**src/rtl/cmd_echo_i2c_slave.sv**
```systemverilog
module cmd_echo_i2c_slave #(
  parameter logic [6:0] DEV_ADDR = 7'h12,
  parameter int QDEPTH = 8
) (
  input  logic       clk,
  input  logic       rst_n,
  input  logic       scl_i,
  input  logic       sda_i,
  output logic       sda_oe,
  output logic       reg_req,
  output logic [7:0] reg_addr,
  input  logic       reg_ack,
  input  logic [7:0] reg_data
);
  localparam int IW = (QDEPTH > 1) ? $clog2(QDEPTH) : 1;
  localparam int CW = $clog2(QDEPTH + 1);

  typedef enum logic [2:0] {S_IDLE, S_ADDR, S_AACK, S_RX, S_CACK, S_TX, S_TXACK, S_WAIT} st_t;

  logic [2:0] scl_sy, sda_sy;
  logic scl_f, sda_f, scl_q, sda_q;
  st_t st;
  logic [3:0] cnt;
  logic [7:0] sh, dat_q;
  logic rw_q, mack, phase;
  logic [CW-1:0] wr_cnt, rd_ptr;
  logic [7:0] q_mem [QDEPTH];

  wire scl_rise = scl_f & ~scl_q;
  wire scl_fall = ~scl_f & scl_q;
  wire start_c  = scl_f & scl_q & sda_q & ~sda_f;
  wire stop_c   = scl_f & scl_q & ~sda_q & sda_f;
  wire full     = (wr_cnt == CW'(QDEPTH));
  wire q_has    = (rd_ptr != wr_cnt);
  wire take_cmd = (st == S_AACK) || !phase;
  wire [7:0] head = q_mem[rd_ptr[IW-1:0]];
  wire [7:0] nxt_byte = !take_cmd ? dat_q : (q_has ? head : 8'hFF);
  wire ev_ok    = !start_c && !stop_c;
  wire push     = ev_ok && (st == S_RX) && scl_fall && (cnt == 4'd8) && !full;
  wire do_load  = ev_ok && scl_fall &&
                  (((st == S_AACK) && rw_q) || ((st == S_TXACK) && mack));

  always_ff @(posedge clk or negedge rst_n) begin
    if (!rst_n) begin
      scl_sy <= '1; sda_sy <= '1;
      scl_f <= 1'b1; sda_f <= 1'b1; scl_q <= 1'b1; sda_q <= 1'b1;
    end else begin
      scl_sy <= {scl_sy[1:0], scl_i};
      sda_sy <= {sda_sy[1:0], sda_i};
      if (scl_sy[2] == scl_sy[1]) scl_f <= scl_sy[2];
      if (sda_sy[2] == sda_sy[1]) sda_f <= sda_sy[2];
      scl_q <= scl_f;
      sda_q <= sda_f;
    end
  end

  always_ff @(posedge clk) if (push) q_mem[wr_cnt[IW-1:0]] <= sh;

  always_ff @(posedge clk or negedge rst_n) begin
    if (!rst_n) begin
      st <= S_IDLE; cnt <= '0; sh <= '0; dat_q <= '0;
      rw_q <= 1'b0; mack <= 1'b0; phase <= 1'b0;
      wr_cnt <= '0; rd_ptr <= '0;
      sda_oe <= 1'b0; reg_req <= 1'b0; reg_addr <= '0;
    end else begin
      if (reg_req && reg_ack) begin
        reg_req <= 1'b0;
        dat_q <= reg_data;
      end
      if (stop_c) begin
        st <= S_IDLE; sda_oe <= 1'b0; wr_cnt <= '0; rd_ptr <= '0;
      end else if (start_c) begin
        st <= S_ADDR; cnt <= '0; sda_oe <= 1'b0;
      end else begin
        case (st)
          S_ADDR, S_RX: begin
            if (scl_rise && cnt != 4'd8) begin
              sh <= {sh[6:0], sda_f};
              cnt <= cnt + 4'd1;
            end else if (scl_fall && cnt == 4'd8) begin
              if (st == S_ADDR) begin
                if (sh[7:1] == DEV_ADDR) begin
                  sda_oe <= 1'b1; rw_q <= sh[0]; st <= S_AACK;
                end else begin
                  st <= S_IDLE; wr_cnt <= '0; rd_ptr <= '0;
                end
              end else begin
                if (!full) begin
                  sda_oe <= 1'b1;
                  wr_cnt <= wr_cnt + CW'(1);
                end
                st <= S_CACK;
              end
            end
          end
          S_AACK: if (scl_fall && !rw_q) begin
            sda_oe <= 1'b0; cnt <= '0; st <= S_RX;
          end
          S_CACK: if (scl_fall) begin
            sda_oe <= 1'b0; cnt <= '0; st <= S_RX;
          end
          S_TX: if (scl_fall) begin
            if (cnt == 4'd7) begin
              sda_oe <= 1'b0; st <= S_TXACK;
            end else begin
              sda_oe <= ~sh[7];
              sh <= {sh[6:0], 1'b1};
              cnt <= cnt + 4'd1;
            end
          end
          S_TXACK: begin
            if (scl_rise) mack <= ~sda_f;
            if (scl_fall && !mack) begin
              sda_oe <= 1'b0; st <= S_WAIT;
            end
          end
          default: ;
        endcase
      end
      if (do_load) begin
        sh <= {nxt_byte[6:0], 1'b1};
        sda_oe <= ~nxt_byte[7];
        cnt <= '0;
        st <= S_TX;
        if (take_cmd && q_has) begin
          reg_addr <= head;
          reg_req <= 1'b1;
          rd_ptr <= rd_ptr + CW'(1);
          phase <= 1'b1;
        end else begin
          phase <= 1'b0;
        end
      end
    end
  end
endmodule

```
**config.mk**
```make
export PLATFORM = sky130hd
export DESIGN_NAME = cmd_echo_i2c_slave
export DESIGN_NICKNAME = d
export VERILOG_FILES = /design/src/rtl/cmd_echo_i2c_slave.sv
export SDC_FILE = /design/constraint.sdc
export NUM_CORES = 1
export LEC_CHECK = 0
export BUFFER_PORTS_ARGS = -buffer_cell sky130_fd_sc_hd__buf_4
export CAP_MARGIN = 20
export CORE_ASPECT_RATIO = 0.9
export CORE_MARGIN = 5
export CORE_UTILIZATION = 60
export CTS_CLUSTER_DIAMETER = 60
export CTS_CLUSTER_SIZE = 20
export DETAILED_ROUTE_END_ITERATION = 10
export PLACE_DENSITY = 0.8
export SYNTH_ARGS = -nofsm -noshare
export SYNTH_HDL_FRONTEND = slang
export SYNTH_SLANG_ARGS = --single-unit
```
**constraint.sdc**
```tcl
create_clock -name clk -period 2.85 [get_ports clk]
set_input_delay 0.1425 -clock clk [delete_from_list [all_inputs] [get_ports clk]]
set_output_delay 0.1425 -clock clk [all_outputs]
set_load 0.05 [all_outputs]
```
### Word level (Yosys, flattened, before mapping)

Memory sizes are Yosys's and may differ from the RTL's.
Cells that the tools add are included.
Widths: inputs -> output; s select.

* register bits after elaboration: 54
* bits in writable memories: 64
* input bits: 13
* memories kept: 1

Memories
* q_mem: depth 8, width 8, rd ports 1, clocked after memory_dff 0, write ports 1, line 27 `logic [7:0] q_mem [QDEPTH];`

* equality and inequality tests: 37
* reduce and logical (&&, ||, !) cells: 37
* add/sub/neg operators: 3
* bitwise gates (word level): 16
* muxes and demuxes: 68

Operators by type and width (count)
* $mux 4: 25
* $mux 8: 8
* $mux 3: 11
* $ne 5x5->1 const B: 5
* $ne 4x4->1 const B: 5
* $mux 1: 19
* $pmux 4 s4: 1
* $pmux 8 s2: 1
* $logic_and 1x1->1: 15
* $pmux 3 s5: 1
* $reduce_and 7->1: 2
* $add 4x1->4 const B: 3
* $ne 3x3->1 const B: 4
* $ne 6x6->1 const B: 2
* $reduce_and 6->1: 2
* $ne 5x4->1 const B: 2
* $eq 3x3->1 const B: 3
* $not 1->1: 9
* $reduce_and 9->1: 1
* $eq 4x4->1 const B: 2
* $reduce_and 8->1: 1
* $reduce_bool 8->1: 1
* $and 1x1->1: 7
* $eq 7x5->1 const B: 1
* other kinds (19): 30

### Longest topological paths before layout

Gate-level depths: netlist (run 1).

* depth after elaboration: 11
* gate-level depth with buffers: 8
* gate-level depth less buffers: 7

### Worst setup path after synthesis (run 1)

No wires, ideal clock.

* kind: reg2reg
* start: reg scl_q
* end: mem q_mem[0][0], enable pin
* cell stages (with the launch flop): 6
* setup time: 383 ps
* slack: 554 ps
* clock period less this slack: 2296 ps
* required time: 2467 ps
* arrival: 1913 ps
* cells stage by stage: dfstp_2 buf_4 nand2b_1 nor4_1 nand2_1 nor3_1

* cells in the longest elaborated chain, start to end: 11
* elaborated cells between the ends (all ways): 15
* those cells by class: mux: 2; bitwise: 6; reduce/logical: 7

Ends and longest elaborated chain
* start: declaration: line 21 `logic scl_f, sda_f, scl_q, sda_q;`
* start signal: assignment: line 52 `scl_q <= scl_f;`
* $and 1x1->1: line 31, 32
* $and 1x1->1, on equally long branches (2 in series): line 31, 32
* $logic_not 1->1: line 38 `wire ev_ok = !start_c && !stop_c;`
* $logic_and 1x1->1: line 38
* $logic_and 1x1->1: line 39 `wire push = ev_ok && (st == S_RX) && scl_fall && (cnt == 4'd8) && !full;`
* $logic_and 1x1->1 * (3 in series): line 39
* $mux 1 *: line 57 `always_ff @(posedge clk) if (push) q_mem[wr_cnt[IW-1:0]] <= sh;`
* $mux 1 (not written as such) *: line 57
* end: declaration: line 27

Every way passes the cells marked *; elsewhere a longest branch is shown, timed or not.

### Final worst setup path (run 1)

* start: reg wr_cnt[1]
* end: mem q_mem[5][6], enable pin

* cells in the longest elaborated chain, start to end: 5

Ends and longest elaborated chain
* start: declaration: line 26 `logic [CW-1:0] wr_cnt, rd_ptr;`
* start signal: assignment: line 90 `wr_cnt <= wr_cnt + CW'(1);`
* $eq 4x4->1: line 33 `wire full = (wr_cnt == CW'(QDEPTH));`
* $logic_not 1->1
* $logic_and 1x1->1: line 39
* $mux 1: line 57
* $mux 1 (not written as such): line 57

Parallel ways exist; a longest one is shown, timed or not.

==> summary.txt, run 1 <==
1st-pass router iterations -> 5
TritonCTS clock tree -> built
Peak supply drop -> 540 uV
Total wire length -> 12000 um
# diodes -> 0
DRC Markers -> 0
Root Buffer -> clkbuf_8
Least-Margin Pin Slew -> 0.772 ns
First-pass GRT wire length -> 19500 um
Max-cap viol count -> 0
# fillers -> 545
CP endpoint kind -> flop
Final-stage net count -> 444
Die height -> 100 um
Io pins -> 23
Dpl hpwl -> 7610 um
Avg Inst Size Synth -> 14.4 um^2
Antenna violations before repair -> 0
Die Wd -> 110 um
Setup_tns -> 0 ns
Core ar. -> 0.00869 mm^2
Main flop type after synthesis -> edfxtp_1
Share of layout cells above drive strength 1 -> 0.292
P&R area growth vs syn -> 17.9%
Maximum buffer depth of the clock tree -> 2
Sequential cell area -> 0.00329 mm^2
Clk_lat worst skew -> 0.52 ns
Largest net degree at the start of global routing -> 55
Final hold vios -> 0
Sequential area share after synthesis -> 0.608
GPL Wtd Cong -> 0.919
WL per Instance -> 21.5 um
R2R Path End -> q_mem[5][6]
Die ar. -> 0.0110 mm^2
Final Non-Filler Cells -> 558
EDFF count, synth -> 64
Outcome -> finished clean
Vias in the first global route -> 3513
FF+latch count, synth -> 118
Grt total ovfl -> 0
Setup violations, final -> 0
RSZ-0062 raised after global routing -> no
Worst hold path type -> primary input to asynchronous set/reset pin
Data required time of the worst path -> 2.99 ns
FF-to-FF path depth -> 7
GR Util All Layers -> 0.243
Fmax -> 402 MHz
Arrival @ worst endpoint -> 2.63 ns
Critical R2R Launch -> wr_cnt[1]
Cts bufs inserted -> 17
CTS resizes -> 0
Area of the multi-input gates -> 0.00194 mm^2
Final ANT Viol Nets -> 0
Pwr Density -> 794 mW/mm^2
Rows -> 32
DRT iter0 DRCs -> 350
Worst Path Max Fanout -> 9
DP Cell Count -> 514
Yosys warns -> 0
Slew Limit Fails -> 0
Final cycle utilization of the critical path -> 0.872
DR vias/cell -> 6.26
Clock-pin transition on the worst setup and hold timing paths -> 0.06 ns
Starting density of the core -> 0.622
Mapped Nets -> 393
Async set-or-reset flop fraction in the synthesized netlist -> 0.458
R2r setup slk -> 0.36 ns
Post-Syn Area -> 0.00540 mm^2
Distinct cell type count after synthesis -> 69
Fin Clk Skew -> 0.00871 ns
Critical path class -> flop to flop
Minimum clock period -> 2.49 ns
I/O Buffers -> 22
Slew HR -> 0.483
Lkg Pwr -> 2.55 nW
Critical path launch point type -> flop
H-tree levels -> 4
Post-Synthesis Cells -> 375
Vias post-DR -> 3491
Clock sinks -> 118
[per-layer routing]
metal | wire [um] | share of wire | global-route usage
met5 | 0 | 0 | 0
met4 | 182 | 0.015 | 0.0690
met3 | 1050 | 0.087 | 0.0772
met2 | 5690 | 0.47 | 0.376
met1 | 5090 | 0.42 | 0.332
[worst max-delay path, cell delays in order (launching register included)]
cell	delay, ns
dfrtp_1	0.50
inv_1	0.10
ha_1	0.20
nand2_1	0.06
o21ai_0	0.11
nor4_1	0.33
nand2_1	0.18
nor2_1	0.62
[cell usage in the layout (no fill, tap or decap), drive strengths merged, types with 7 or more instances in the layout]
master        n
a21oi        10
a221o         8
and3          9
buf          37
clkbuf       23
clkinv        7
dfrtp        44
dfstp        10
dlygate4sd3  12
edfxtp       64
inv          10
mux2         24
mux4         16
nand2        20
nand2b        8
nand3         8
nor2         30
nor3          9
nor4          8
o21ai        13
[flip-flops by register name, summed over array words and instances (netlist names), 3 cells and up]
signal,flops
q_mem,64
dat_q,8
reg_addr,8
sh,8
cnt,4
rd_ptr,4
wr_cnt,4
scl_sy,3
sda_sy,3
st,3
[synth_stat cells (6+ instances only)]
cell      number  area [um^2]
edfxtp_1      64         1920
dfrtp_1       44         1100
nor2_1        30          113
mux2_2        23          259
nand2_1       20         75.1
o21ai_0       11         55.1
a21oi_1       10         50.1
dfstp_2       10          263
inv_1          9         33.8
mux4_1         8          210
mux4_2         8          180
nand2b_1       8         50.1
nand3_1        8         40.0
a221o_1        7         70.1
nor3_1         7         35.0
and3_1         6         37.5
nor4_1         6         37.5
[worst max-delay path by stage]
stage                     depth (start not counted)     endpoint  startpoint  slack (ns)
final                                             7  q_mem[5][6]   wr_cnt[1]        0.36
after detailed placement                          7  q_mem[5][4]   wr_cnt[1]        0.44
after CTS                                         7  q_mem[5][6]   wr_cnt[1]        0.39
after global routing                              7  q_mem[5][6]   wr_cnt[1]        0.16
after floorplan                                   5  q_mem[0][0]       scl_q        0.55
after global placement                            5    rd_ptr[3]       sh[7]        0.57
[per-stage QoR]
stage,hold WS (ns),area [um^2],total power [W],setup WS [ns],utilization
detailed placement,0.225,5680,0.00306,0.437,0.654
CTS,0.237,6370,0.00505,0.390,0.733
global placement,0.221,5680,0.00302,0.572,0.654
finish,0.199,6370,0.00506,0.363,0.733
global route,0.258,6370,0.00526,0.159,0.733
floorplan,-0.153,5400,0.00278,0.554,-
[where the power goes]
group	total, W	switching, W	internal, W
logic	0.000768	0.000434	0.000333
registers	0.00231	0.000264	0.00205
clock network	0.00198	0.000761	0.00122
[cells by family after synthesis]
logic type	after synthesis	synth area share
multiplexers	43	0.129
AO/OA/AOI/OAI	56	0.0767
AND/OR/NAND/NOR	119	0.129
buffers and inverters	26	0.0329
flip-flops	118	0.608
XOR/XNOR	6	0.00973
adder cells (fa/ha/maj)	7	0.0153
[final cells by class]
cell class / count / share of cell area
Multi-Input combinational cell: 231 / 0.304
Sequential cell: 118 / 0.516
Tap cell: 119 / 0.0234
Clock buffer: 23 / 0.0782
Inverter: 9 / 0.00530
Clock inverter: 9 / 0.0104
Timing Repair Buffer: 49 / 0.0625
[what timing repair did]
action,in CTS,in global routing
hold buffers,12,0
endpoints found under the hold margin,55,0
setup buffers,0,0
endpoints found under the setup margin,0,0
Power figures use the tool's default switching activity.
==> run 2: changes to the inputs <==
- CORE_MARGIN: 5 -> 2
==> summary.txt, run 2 (synthesis results as in run 1) <==
Least-Margin Pin Slew -> 0.691 ns (-0.0816 ns)
RSZ-0062 raised after global routing -> no
Final-stage net count -> 443 (-0.23%)
Max-cap viol count -> 0 (unchanged)
Maximum buffer depth of the clock tree -> 2 (unchanged)
Io pins -> 23 (unchanged)
Die ar. -> 0.00978 mm^2 (-11%)
Die Wd -> 104 um (-5.5%)
Worst Path Max Fanout -> 11 (+2)
I/O Buffers -> 22 (unchanged)
Vias in the first global route -> 3488 (-0.71%)
Final ANT Viol Nets -> 0 (unchanged)
Slowest cell delay on critical path -> 0.59 ns (-0.03 ns)
Peak supply drop -> 569 uV (+5.4%)
Root Buffer -> clkbuf_8
P&R area growth vs syn -> 18.0%
Clock-pin transition on the worst setup and hold timing paths -> 0.06 ns (about the same)
Final cycle utilization of the critical path -> 0.850 (-0.0226)
Vias post-DR -> 3494 (+0.086%)
Fin Clk Skew -> 0.0125 ns (+0.00376 ns)
CP endpoint kind -> flop
TritonCTS clock tree -> built
Final hold vios -> 0 (unchanged)
Minimum clock period -> 2.42 ns (-0.0643 ns)
DR vias/cell -> 6.27 (+0.27%)
Fmax -> 413 MHz (+2.7%)
H-tree levels -> 4 (unchanged)
Pwr Density -> 803 mW/mm^2 (+1.2%)
R2r setup slk -> 0.43 ns (+0.06 ns)
Clock sinks -> 118 (unchanged)
Setup violations, final -> 0 (unchanged)
First-pass GRT wire length -> 19000 um (-2.5%)
Slew HR -> 0.540 (+0.0563)
Clk_lat worst skew -> 0.52 ns (about the same)
Antenna violations before repair -> 0 (unchanged)
Arrival @ worst endpoint -> 2.87 ns (+0.24 ns)
GPL Wtd Cong -> 0.855 (-7.0%)
Rows -> 32 (unchanged)
Die height -> 94.0 um (-6.0%)
Final Non-Filler Cells -> 557 (-0.18%)
Outcome -> finished clean
Max reg flops -> 64 (unchanged)
Grt total ovfl -> 0 (unchanged)
Crit-path cells -> or4b_1 > nor3_1 > o21ai_0 > a21oi_1 > a211o_1
Critical path class -> flop to flop
CP delay by family, top -> simple AND/OR/NAND/NOR gates
DP Cell Count -> 513 (-0.19%)
Starting density of the core -> 0.625 (+0.00288)
Lkg Pwr -> 2.54 nW (-0.17%)
Total wire length -> 11900 um (-0.73%)
Core ar. -> 0.00865 mm^2 (-0.46%)
Fin util -> 0.737 (+0.00426)
DRT iter0 DRCs -> 364 (+4.0%)
GR Util All Layers -> 0.264 (+0.0211)
Slowest-stage cell, CP -> or4b_1
DRC Markers -> 0 (unchanged)
Share of layout cells above drive strength 1 -> 0.290 (-0.00162)
1st-pass router iterations -> 7 (+2)
Worst hold path type -> primary input to asynchronous set/reset pin
WL per Instance -> 21.4 um (-0.55%)
Most frequent cells in the layout -> edfxtp_1, dfrtp_1, buf_4
Largest net degree at the start of global routing -> 55 (unchanged)
Dpl hpwl -> 7100 um (-6.6%)
Data required time of the worst path -> 3.30 ns (+0.31 ns)
# diodes -> 0 (unchanged)
Setup_tns -> 0 ns (unchanged)
Cts bufs inserted -> 17 (unchanged)
Critical path launch point type -> flop
Crit path buf inv count -> 0 (-1)
Slew Limit Fails -> 0 (unchanged)
Most common cell after layout, fill and taps aside -> edfxtp_1
## run 2: per-stage QoR
step	power (W)	instance area (um^2)	hold WS [ns]	setup slack (ns)
after floorplan	0.00278	5400	-0.153	0.554
after global placement	0.00298	5680	0.225	0.567
after detailed placement	0.00301	5680	0.237	0.492
after CTS	0.00513	6380	0.228	0.459
after global routing	0.00531	6380	0.269	0.234
final	0.00512	6380	0.222	0.428
## run 2: cell type report
cell class	instances	area [um^2]
multi-input combinational	231	1940
clock buffer	17	414
clock inverter	15	165
sequential	118	3290
inverter	9	33.8
tap	119	149
timing repair buffer	48	390
fill	522	2270
## run 2: final timing paths
kind,start,end,cells past startpoint
min reg2reg,sda_sy[0],sda_sy[1],0
max reg2reg,sh[4],rd_ptr[2],5
min in group clk,scl_i,scl_sy[0],2
min,rst_n,reg_addr[3],2
max in group asynchronous,rst_n,wr_cnt[1],2
max,sh[4],rd_ptr[2],5
## run 2: layer usage
metal / routed length, um / vias to the layer above / track usage
li1: - / 1545 / -
met1: 4930 / 1760 / 0.345
met2: 5990 / 166 / 0.440
met3: 804 / 23 / 0.0589
met4: 197 / 0 / 0.0980
met5: 0 / - / 0
## run 2: what timing repair did
item,4_1_cts,5_1_grt
buffers inserted,0,0
hold buffers,12,0
resized for setup,0,0
hold endpoints to repair,55,0
setup endpoints to repair,0,0
## run 2: power by group
group | switching [W] | internal [W]
logic | 0.000401 | 0.000322
clock network | 0.000824 | 0.00126
registers | 0.000265 | 0.00205
total | 0.00149 | 0.00363
## run 2: worst register-to-register path, cell delays in order, from the launching register on
cell and delay [ns]:
dfrtp_1 0.48, or4b_1 0.59, nor3_1 0.42, o21ai_0 0.30
a21oi_1 0.37, a211o_1 0.19
